`src/rtl/divpkg.sv`:
```
package divpkg;
  typedef struct packed {
    logic load;
    logic tickSet;
  } divStrobe_t;

  typedef enum logic [2:0] {
    TC_NORMAL  = 3'd0,
    TC_SRC     = 3'd1,
    TC_SNK     = 3'd2,
    TC_HIZ     = 3'd3,
    TC_BOTH    = 3'd4,
    TC_BSMAIN  = 3'd5,
    TC_BSREF   = 3'd6,
    TC_NORMAL2 = 3'd7
  } testCode_t;
endpackage

```
`src/rtl/div_ctrl.sv`:
```
module div_ctrl (
  input  logic cntIsZero,
  input  logic cntIsOne,
  input  logic cntIsTwo,
  output divpkg::divStrobe_t strobe
);
  // Reload on the terminal count, or from the cleared reset state.
  // The tick register is armed one count before the terminal value.
  always_comb begin
    strobe.load    = cntIsOne | cntIsZero;
    strobe.tickSet = cntIsTwo;
  end
endmodule

```
`src/rtl/div_datapath.sv`:
```
module div_datapath #(
  parameter int WORD_W  = 17,
  parameter int AM_DROP = 2,
  parameter int FM_MIN  = 256,
  parameter int AM_MIN  = 64
) (
  input  logic              clk,
  input  logic              rstN,
  input  logic [WORD_W-1:0] divWord,
  input  logic              fmMode,
  input  divpkg::divStrobe_t strobe,
  output logic              cntIsZero,
  output logic              cntIsOne,
  output logic              cntIsTwo,
  output logic              mainTick,
  output logic [WORD_W-1:0] cntVal,
  output logic [WORD_W-1:0] ratioEff
);
  localparam int NARROW_W = WORD_W - AM_DROP;
  localparam logic [WORD_W-1:0] FM_FLOOR = WORD_W'(FM_MIN);
  localparam logic [WORD_W-1:0] AM_FLOOR = WORD_W'(AM_MIN);

  logic [WORD_W-1:0] wideRatio;
  logic [WORD_W-1:0] narrowRatio;
  logic [WORD_W-1:0] cntQ;
  logic              tickQ;

  assign wideRatio   = divWord;
  assign narrowRatio = {{AM_DROP{1'b0}}, divWord[WORD_W-1 -: NARROW_W]};

  // Mode select followed by the per-mode floor.
  always_comb begin
    if (fmMode)
      ratioEff = (wideRatio < FM_FLOOR) ? FM_FLOOR : wideRatio;
    else
      ratioEff = (narrowRatio < AM_FLOOR) ? AM_FLOOR : narrowRatio;
  end

  always_ff @(posedge clk or negedge rstN) begin
    if (!rstN) begin
      cntQ  <= '0;
      tickQ <= 1'b0;
    end else begin
      cntQ  <= strobe.load ? ratioEff : cntQ - 1'b1;
      tickQ <= strobe.tickSet;
    end
  end

  assign cntIsZero = (cntQ == '0);
  assign cntIsOne  = (cntQ == WORD_W'(1));
  assign cntIsTwo  = (cntQ == WORD_W'(2));
  assign mainTick  = tickQ;
  assign cntVal    = cntQ;
endmodule

```
`src/rtl/div_testmux.sv`:
```
module div_testmux (
  input  logic [2:0] testSel,
  input  logic       mainTick,
  input  logic       refTick,
  input  logic       bandSel,
  output logic       bandOut,
  output logic       pumpForce,
  output logic       pumpUp,
  output logic       pumpDn
);
  import divpkg::*;
  testCode_t code;
  assign code = testCode_t'(testSel);

  always_comb begin
    bandOut   = bandSel;
    pumpForce = 1'b0;
    pumpUp    = 1'b0;
    pumpDn    = 1'b0;
    case (code)
      TC_SRC:    begin pumpForce = 1'b1; pumpUp = 1'b1; end
      TC_SNK:    begin pumpForce = 1'b1; pumpDn = 1'b1; end
      TC_HIZ:    pumpForce = 1'b1;
      TC_BOTH:   begin pumpForce = 1'b1; pumpUp = 1'b1; pumpDn = 1'b1; end
      TC_BSMAIN: bandOut = mainTick;
      TC_BSREF:  bandOut = refTick;
      default:   bandOut = bandSel;
    endcase
  end
endmodule

```
`src/rtl/prog_divider.sv`:
```
module prog_divider #(
  parameter int WORD_W  = 17,
  parameter int AM_DROP = 2,
  parameter int FM_MIN  = 256,
  parameter int AM_MIN  = 64
) (
  input  logic              clk,
  input  logic              rstN,
  input  logic [WORD_W-1:0] divWord,
  input  logic              fmMode,
  input  logic              bandSel,
  input  logic [2:0]        testSel,
  input  logic              refTick,
  output logic              mainTick,
  output logic              bandOut,
  output logic              pumpForce,
  output logic              pumpUp,
  output logic              pumpDn
);
  divpkg::divStrobe_t strobe;
  logic cntIsZero, cntIsOne, cntIsTwo;
  logic [WORD_W-1:0] cntVal;
  logic [WORD_W-1:0] ratioEff;

  div_ctrl u_ctrl (
    .cntIsZero(cntIsZero), .cntIsOne(cntIsOne), .cntIsTwo(cntIsTwo),
    .strobe(strobe)
  );

  div_datapath #(.WORD_W(WORD_W), .AM_DROP(AM_DROP), .FM_MIN(FM_MIN), .AM_MIN(AM_MIN)) u_dp (
    .clk(clk), .rstN(rstN), .divWord(divWord), .fmMode(fmMode), .strobe(strobe),
    .cntIsZero(cntIsZero), .cntIsOne(cntIsOne), .cntIsTwo(cntIsTwo),
    .mainTick(mainTick), .cntVal(cntVal), .ratioEff(ratioEff)
  );

  div_testmux u_mux (
    .testSel(testSel), .mainTick(mainTick), .refTick(refTick), .bandSel(bandSel),
    .bandOut(bandOut), .pumpForce(pumpForce), .pumpUp(pumpUp), .pumpDn(pumpDn)
  );
endmodule

```
`config.mk`:
```
export PLATFORM = sky130hd
export DESIGN_NAME = prog_divider
export DESIGN_NICKNAME = d
export VERILOG_FILES = /design/src/rtl/divpkg.sv /design/src/rtl/div_ctrl.sv /design/src/rtl/div_datapath.sv /design/src/rtl/div_testmux.sv /design/src/rtl/prog_divider.sv
export SDC_FILE = /design/constraint.sdc
export NUM_CORES = 1
export LEC_CHECK = 0
export ABC_AREA = 1
export BUFFER_PORTS_ARGS = -buffer_cell sky130_fd_sc_hd__buf_2
export CORE_UTILIZATION = 25
export DETAILED_ROUTE_END_ITERATION = 16
export GPL_ROUTABILITY_DRIVEN = 0
export PLACE_DENSITY_LB_ADDON = 0.25
export SKIP_LAST_GASP = 1
export SLEW_MARGIN = 40
export SYNTH_ARGS = -nofsm -noshare
export SYNTH_HDL_FRONTEND = slang
export SYNTH_SLANG_ARGS = --single-unit
```
`constraint.sdc`:
```
create_clock -name clk -period 1.35 [get_ports clk]
set_input_delay 0.2025 -clock clk [delete_from_list [all_inputs] [get_ports clk]]
set_output_delay 0.2025 -clock clk [all_outputs]
set_load 0.02 [all_outputs]
```
Yosys cells after proc, flatten, opt, wreduce, memory -nomap -nowiden
Index checks and enable logic that the tools add are counted.
{ "totals": {"register_bits": 18, "in_bits": 25, "out_inout_bits": 5, "word_cells": 26} }
{ "op_classes": {"addsub": 1, "order_cmp": 2, "eq_ne": 8, "muxes": 8, "bitwise": 1, "n_reduce_logical": 4} }
{ "ops": {"columns": ["cell", "count"], "rows": [
  ["two-way mux 17 bit", 3],
  ["== test 17 x 1 -> 1 bit (second input constant)", 1],
  ["== test 17 x 2 -> 1 bit (second input constant)", 1],
  ["zero test 17 bit", 1],
  ["< comparator 17 x 9 -> 1 bit (second input constant)", 1],
  ["subtractor 17 x 1 -> 17 bit (second input constant)", 1],
  ["< comparator 15 x 7 -> 1 bit (second input constant)", 1],
  ["two-way mux 15 bit", 1],
  ["== test 3 bit (second input constant)", 3],
  ["== test 3 x 2 -> 1 bit (second input constant)", 2],
  ["OR reduction 2 bit", 2],
  ["OR reduction 4 bit", 1],
  ["== test 3 x 1 -> 1 bit (second input constant)", 1],
  ["two-way mux 1 bit", 3],
  ["case mux 1 bit (2 select lines)", 1],
  ["OR 1 bit", 1]
]} }

Longest topological paths before layout
{ "logic_depth": {"word_depth": 4, "mapped_depth": 9, "ltp_nobuf": 9} }

Hierarchy
Synthesis repeated with hierarchy kept, for this count alone.
{ "unflattened": {"hier_cells": 260, "hier_area_um2": 1547.7} }
{ "by_module_without_submodules": {"columns": ["mod", "n_inst", "cells_per_inst", "area_per_inst_um2", "seq_area_each_um2"], "rows": [
  ["div_datapath", 1, 239, 1448.9, 450.4],
  ["div_testmux", 1, 17, 80.1, 0.0],
  ["div_ctrl", 1, 4, 18.8, 0.0]
]} }

Least setup slack after synthesis
OpenSTA, ideal clock, no wires.
{ "synth_path": {"path_kind": "register to register", "start": "register u_dp.cntQ[0], in the netlist u_dp.cntVal[0]", "end": "register u_dp.cntQ[16], in the netlist u_dp.cntVal[16]", "setup_ns": 0.117, "arrival_time_ns": 1.251, "t_required_ns": 1.233, "slack_ns": -0.019, "path_stages_with_launch": 10, "n_path_buf": 1, "synth_period_minus_slack_ns": 1.369, "cell_sequence": "dfrtp_1 > inv_1 > ha_1 > nor2_1 > nor2_4 > nand2_4 > inv_6 > buf_12 > nand3_1 > nand2_1"} }
{ "synth_between": {"elab_chain_cells": 3, "elab_cells_between_ends": 5, "classes_between": "add/sub: 1; eq/ne: 1; mux: 1; bitwise: 1; reduce/logical: 1"} }
{ "synth_rtl": {"columns": ["element", "line_no", "source"], "rows": [
  ["start, declared", "div_datapath.sv:25", "logic [WORD_W-1:0] cntQ;"],
  ["start signal, assigned", "div_datapath.sv:44", "cntQ <= strobe.load ? ratioEff : cntQ - 1'b1;"],
  ["parallel branches: the longest is 2 deep, another holds subtractor 17 x 1 -> 17 bit", null, null],
  ["two-way mux 17 bit *", "div_datapath.sv:44", null]
]} }
Every way passes the cells marked *.

Final worst setup path
{ "layout_path": {"start": "register u_dp.cntQ[0], in the netlist u_dp.cntVal[0]", "end": "register u_dp.cntQ[2], in the netlist u_dp.cntVal[2]"} }
Same word-level chain as after synthesis.

==> flow_summary.toml <==
[synth]
yosysUniqueCellTypes = 27
synth_xor_area_share_pct = 2.21
yosys_warnings = 0
synth_area_sq_um = 1590
synth.avg_cell_area_sq_um = 6.52
yosysSeqAreaShare_pct = 28.4
synthAdderAreaFrac_pct = 2.37
synth_nets = 271
syn_inst = 243
synth.mux.area_fraction_pct = 0
synth_seq_cells = 18
synth_top_family_by_area = "simple AND/OR/NAND/NOR gates"
yosysTopAreaCellShare_pct = 28.4
yosys-top-cells-area = "dfrtp_1 (28%), nand2_1 (20%), nand3_1 (9.2%), inv_1 (7.3%), nor2_1 (5.2%)"
synth_compound_area_share_pct = 4.74
yosysTopAreaCell = "dfrtp_1"
yosys.area_share.simple_pct = 50.6

[sta]
timing.hold.ws_ps = 196
tightest_slew_ps = 442
timing.final.crit_share_pct = 104
finClkSkew_ps = 5.02
min_period_ps = 1400
max_freq_mhz = 716
setup_violations = 9
rsz0062_at_grt = "true"
slew_headroom_pct = 70.5
fin_ws_ps = -47.4
drv_slew = 0
hold_viol = 0

[layout]
final_util_pct = 36.3
area_delta_synth_final_pct = 37.8
stdcell_count = 384
num_antenna_cells = 0
final_area_sq_um = 2180
drive_gt1_share_pct = 34.3
nets = 338

[floorplanning]
dieWidth_um = 81.6
start_util_pct = 26.3
core_area_sq_um = 6030
die_area_sq_um = 6660
ios = 30
die_h_um = 81.6
rows = 28

[hold_path]
hp-class = "in2reg"

[pwr]
p_sw_share_pct = 25.2
clkPwrFrac_pct = 39.5
power.density_nw_per_um2 = 526
p_int_mw = 0.860
power.leakage_nw = 1.08
vdd_drop_max_v = 0.000398
p_switching_mw = 0.289
pwr-share-seq_pct = 46.8
combPwrFrac_pct = 13.7

[job]
drv_cap = 0

[cts]
clock_latency_ps = 260
cts_tree = "built"
cts_root_buffer = "clkbuf_8"
cts_inserted_buffers = 3
clockBufferDepth = 2
clock-sinks = 18
clk_pin_slew_ps = 80
htree_levels = 1

[routing]
vias = 1692
antenna_left = 0
post_drt_wl_per_cell_um = 10.8
drc = 0
drt_wl_total_um = 4150
drt-initial-drc-count = 63
drtPass1Iterations = 4
viasPerCell = 4.41

[worst_setup_path]
start_kind = "flop"
crit_required_ps = 1510
setup.worst_path.end_class = "flop"
critPathArrivalTime_ps = 1560
critPathKind = "reg2reg"
cp_max_fo = 7

[grt]
grt_pass1_wl_um = 6800
antenna_found_initial = 0
grt_usage_pct = 13.3
overflow = 0
grt_start_max_net_pins = 19
grt_pass1_vias = 1488

[place]
place_hpwl_um = 3320
io_buffers = 29
placedCellCount = 375
dp_slack_ps = -61.8
place_area_sq_um = 2020

[outcome]
outcome = "finished, violations left"
violations = "negative setup slack"
-- stage by stage --
step                      power (mW)  setup TNS [ps]
final                           1.15            -204
after global routing            1.21           -1540
after CTS                       1.17            -190
after detailed placement       0.707            -459
after global placement         0.705            -216
after floorplan                0.632               0
-- per-layer routing --
layer  global-route usage [%]  vias up  wire length (um)
met4                     4.21        0                53
li1                         -      898                 -
met2                     21.3       50              1830
met5                        0        -                 0
met3                     1.11        5               200
met1                     18.9      739              2060
-- kinds of logic (layout without fill, tap and decap cells) --
group	Yosys count	in the layout
AND/OR/NAND/NOR	166	166
AO/OA/AOI/OAI	14	14
XOR/XNOR	4	4
buffers and inverters	38	104
adder cells (fa/ha/maj)	3	3
flip-flops	18	18
-- registers in the layout (all words and copies together), names as in the netlist --
signal / flops
u_dp.mainTick: 1
u_dp.cntVal: 17
-- power by group through the flow --
| stage | clock network (mW) | logic [mW] | registers, mW |
|---|---|---|---|
| final | 0.454 | 0.157 | 0.539 |
| after global routing | 0.495 | 0.178 | 0.539 |
| after CTS | 0.474 | 0.160 | 0.539 |
| after detailed placement | 0 | 0.158 | 0.549 |
| after global placement | 0 | 0.156 | 0.549 |
| after floorplan | 0 | 0.0828 | 0.550 |
-- worst max-delay path, stage by stage (launching register included) --
cell,delay (ps)
dfrtp_1,390
inv_2,70
ha_4,180
nor2_2,140
nor2_4,60
nand2_4,130
buf_4,140
o21ai_0,80
nand2_1,70
inv_1,30
-- path summary, 6_finish.rpt --
kind	startpoint	to	slack (ps)	cells after the start
max	u_dp.cntVal[0]$_DFF_PN0_	u_dp.cntVal[2]$_DFF_PN0_	-50	9
min	divWord[16]	u_dp.cntVal[16]$_DFF_PN0_	200	3
max reg2reg	u_dp.cntVal[0]$_DFF_PN0_	u_dp.cntVal[2]$_DFF_PN0_	-50	9
min reg2reg	u_dp.cntVal[16]$_DFF_PN0_	u_dp.cntVal[16]$_DFF_PN0_	500	2
max in group asynchronous	rstN	u_dp.cntVal[7]$_DFF_PN0_	600	2
min in group asynchronous	rstN	u_dp.mainTick$_DFF_PN0_	410	2
-- cell usage after synthesis, drive strengths merged --
library cell,number
a21oi,1
clkbuf,1
xor2,3
nand3,37
nor4b,1
nor3,2
inv,32
xnor2,1
nor2,31
o21a,1
ha,3
o211ai,1
nand2,87
nand4,8
dfrtp,18
o21ai,11
buf,5
-- layout by cell type (no fill, tap or decap), drive strengths merged, types with 2 or more instances in the layout --
master   n
buf     67
clkbuf   4
dfrtp   18
ha       3
inv     32
nand2   87
nand3   37
nand4    8
nor2    31
nor3     2
o21ai   11
xor2     3
-- cell type report --
cell class	instances	area, sq um
Timing Repair Buffer	68	448
Tap cell	75	93.8
Inverter	32	128
Multi-Input combinational cell	187	1010
Fill cell	677	3840
Clock buffer	4	55.1
Sequential cell	18	453
-- repair_timing --
item                                    CTS  global route
hold buffers                              1             0
setup buffers                             3             1
pin swaps                                 6             4
hold endpoints to repair                 18             0
resized for setup                        10            13
endpoints found under the setup margin   16            17
No activity file was read; power rests on OpenSTA's default activity.
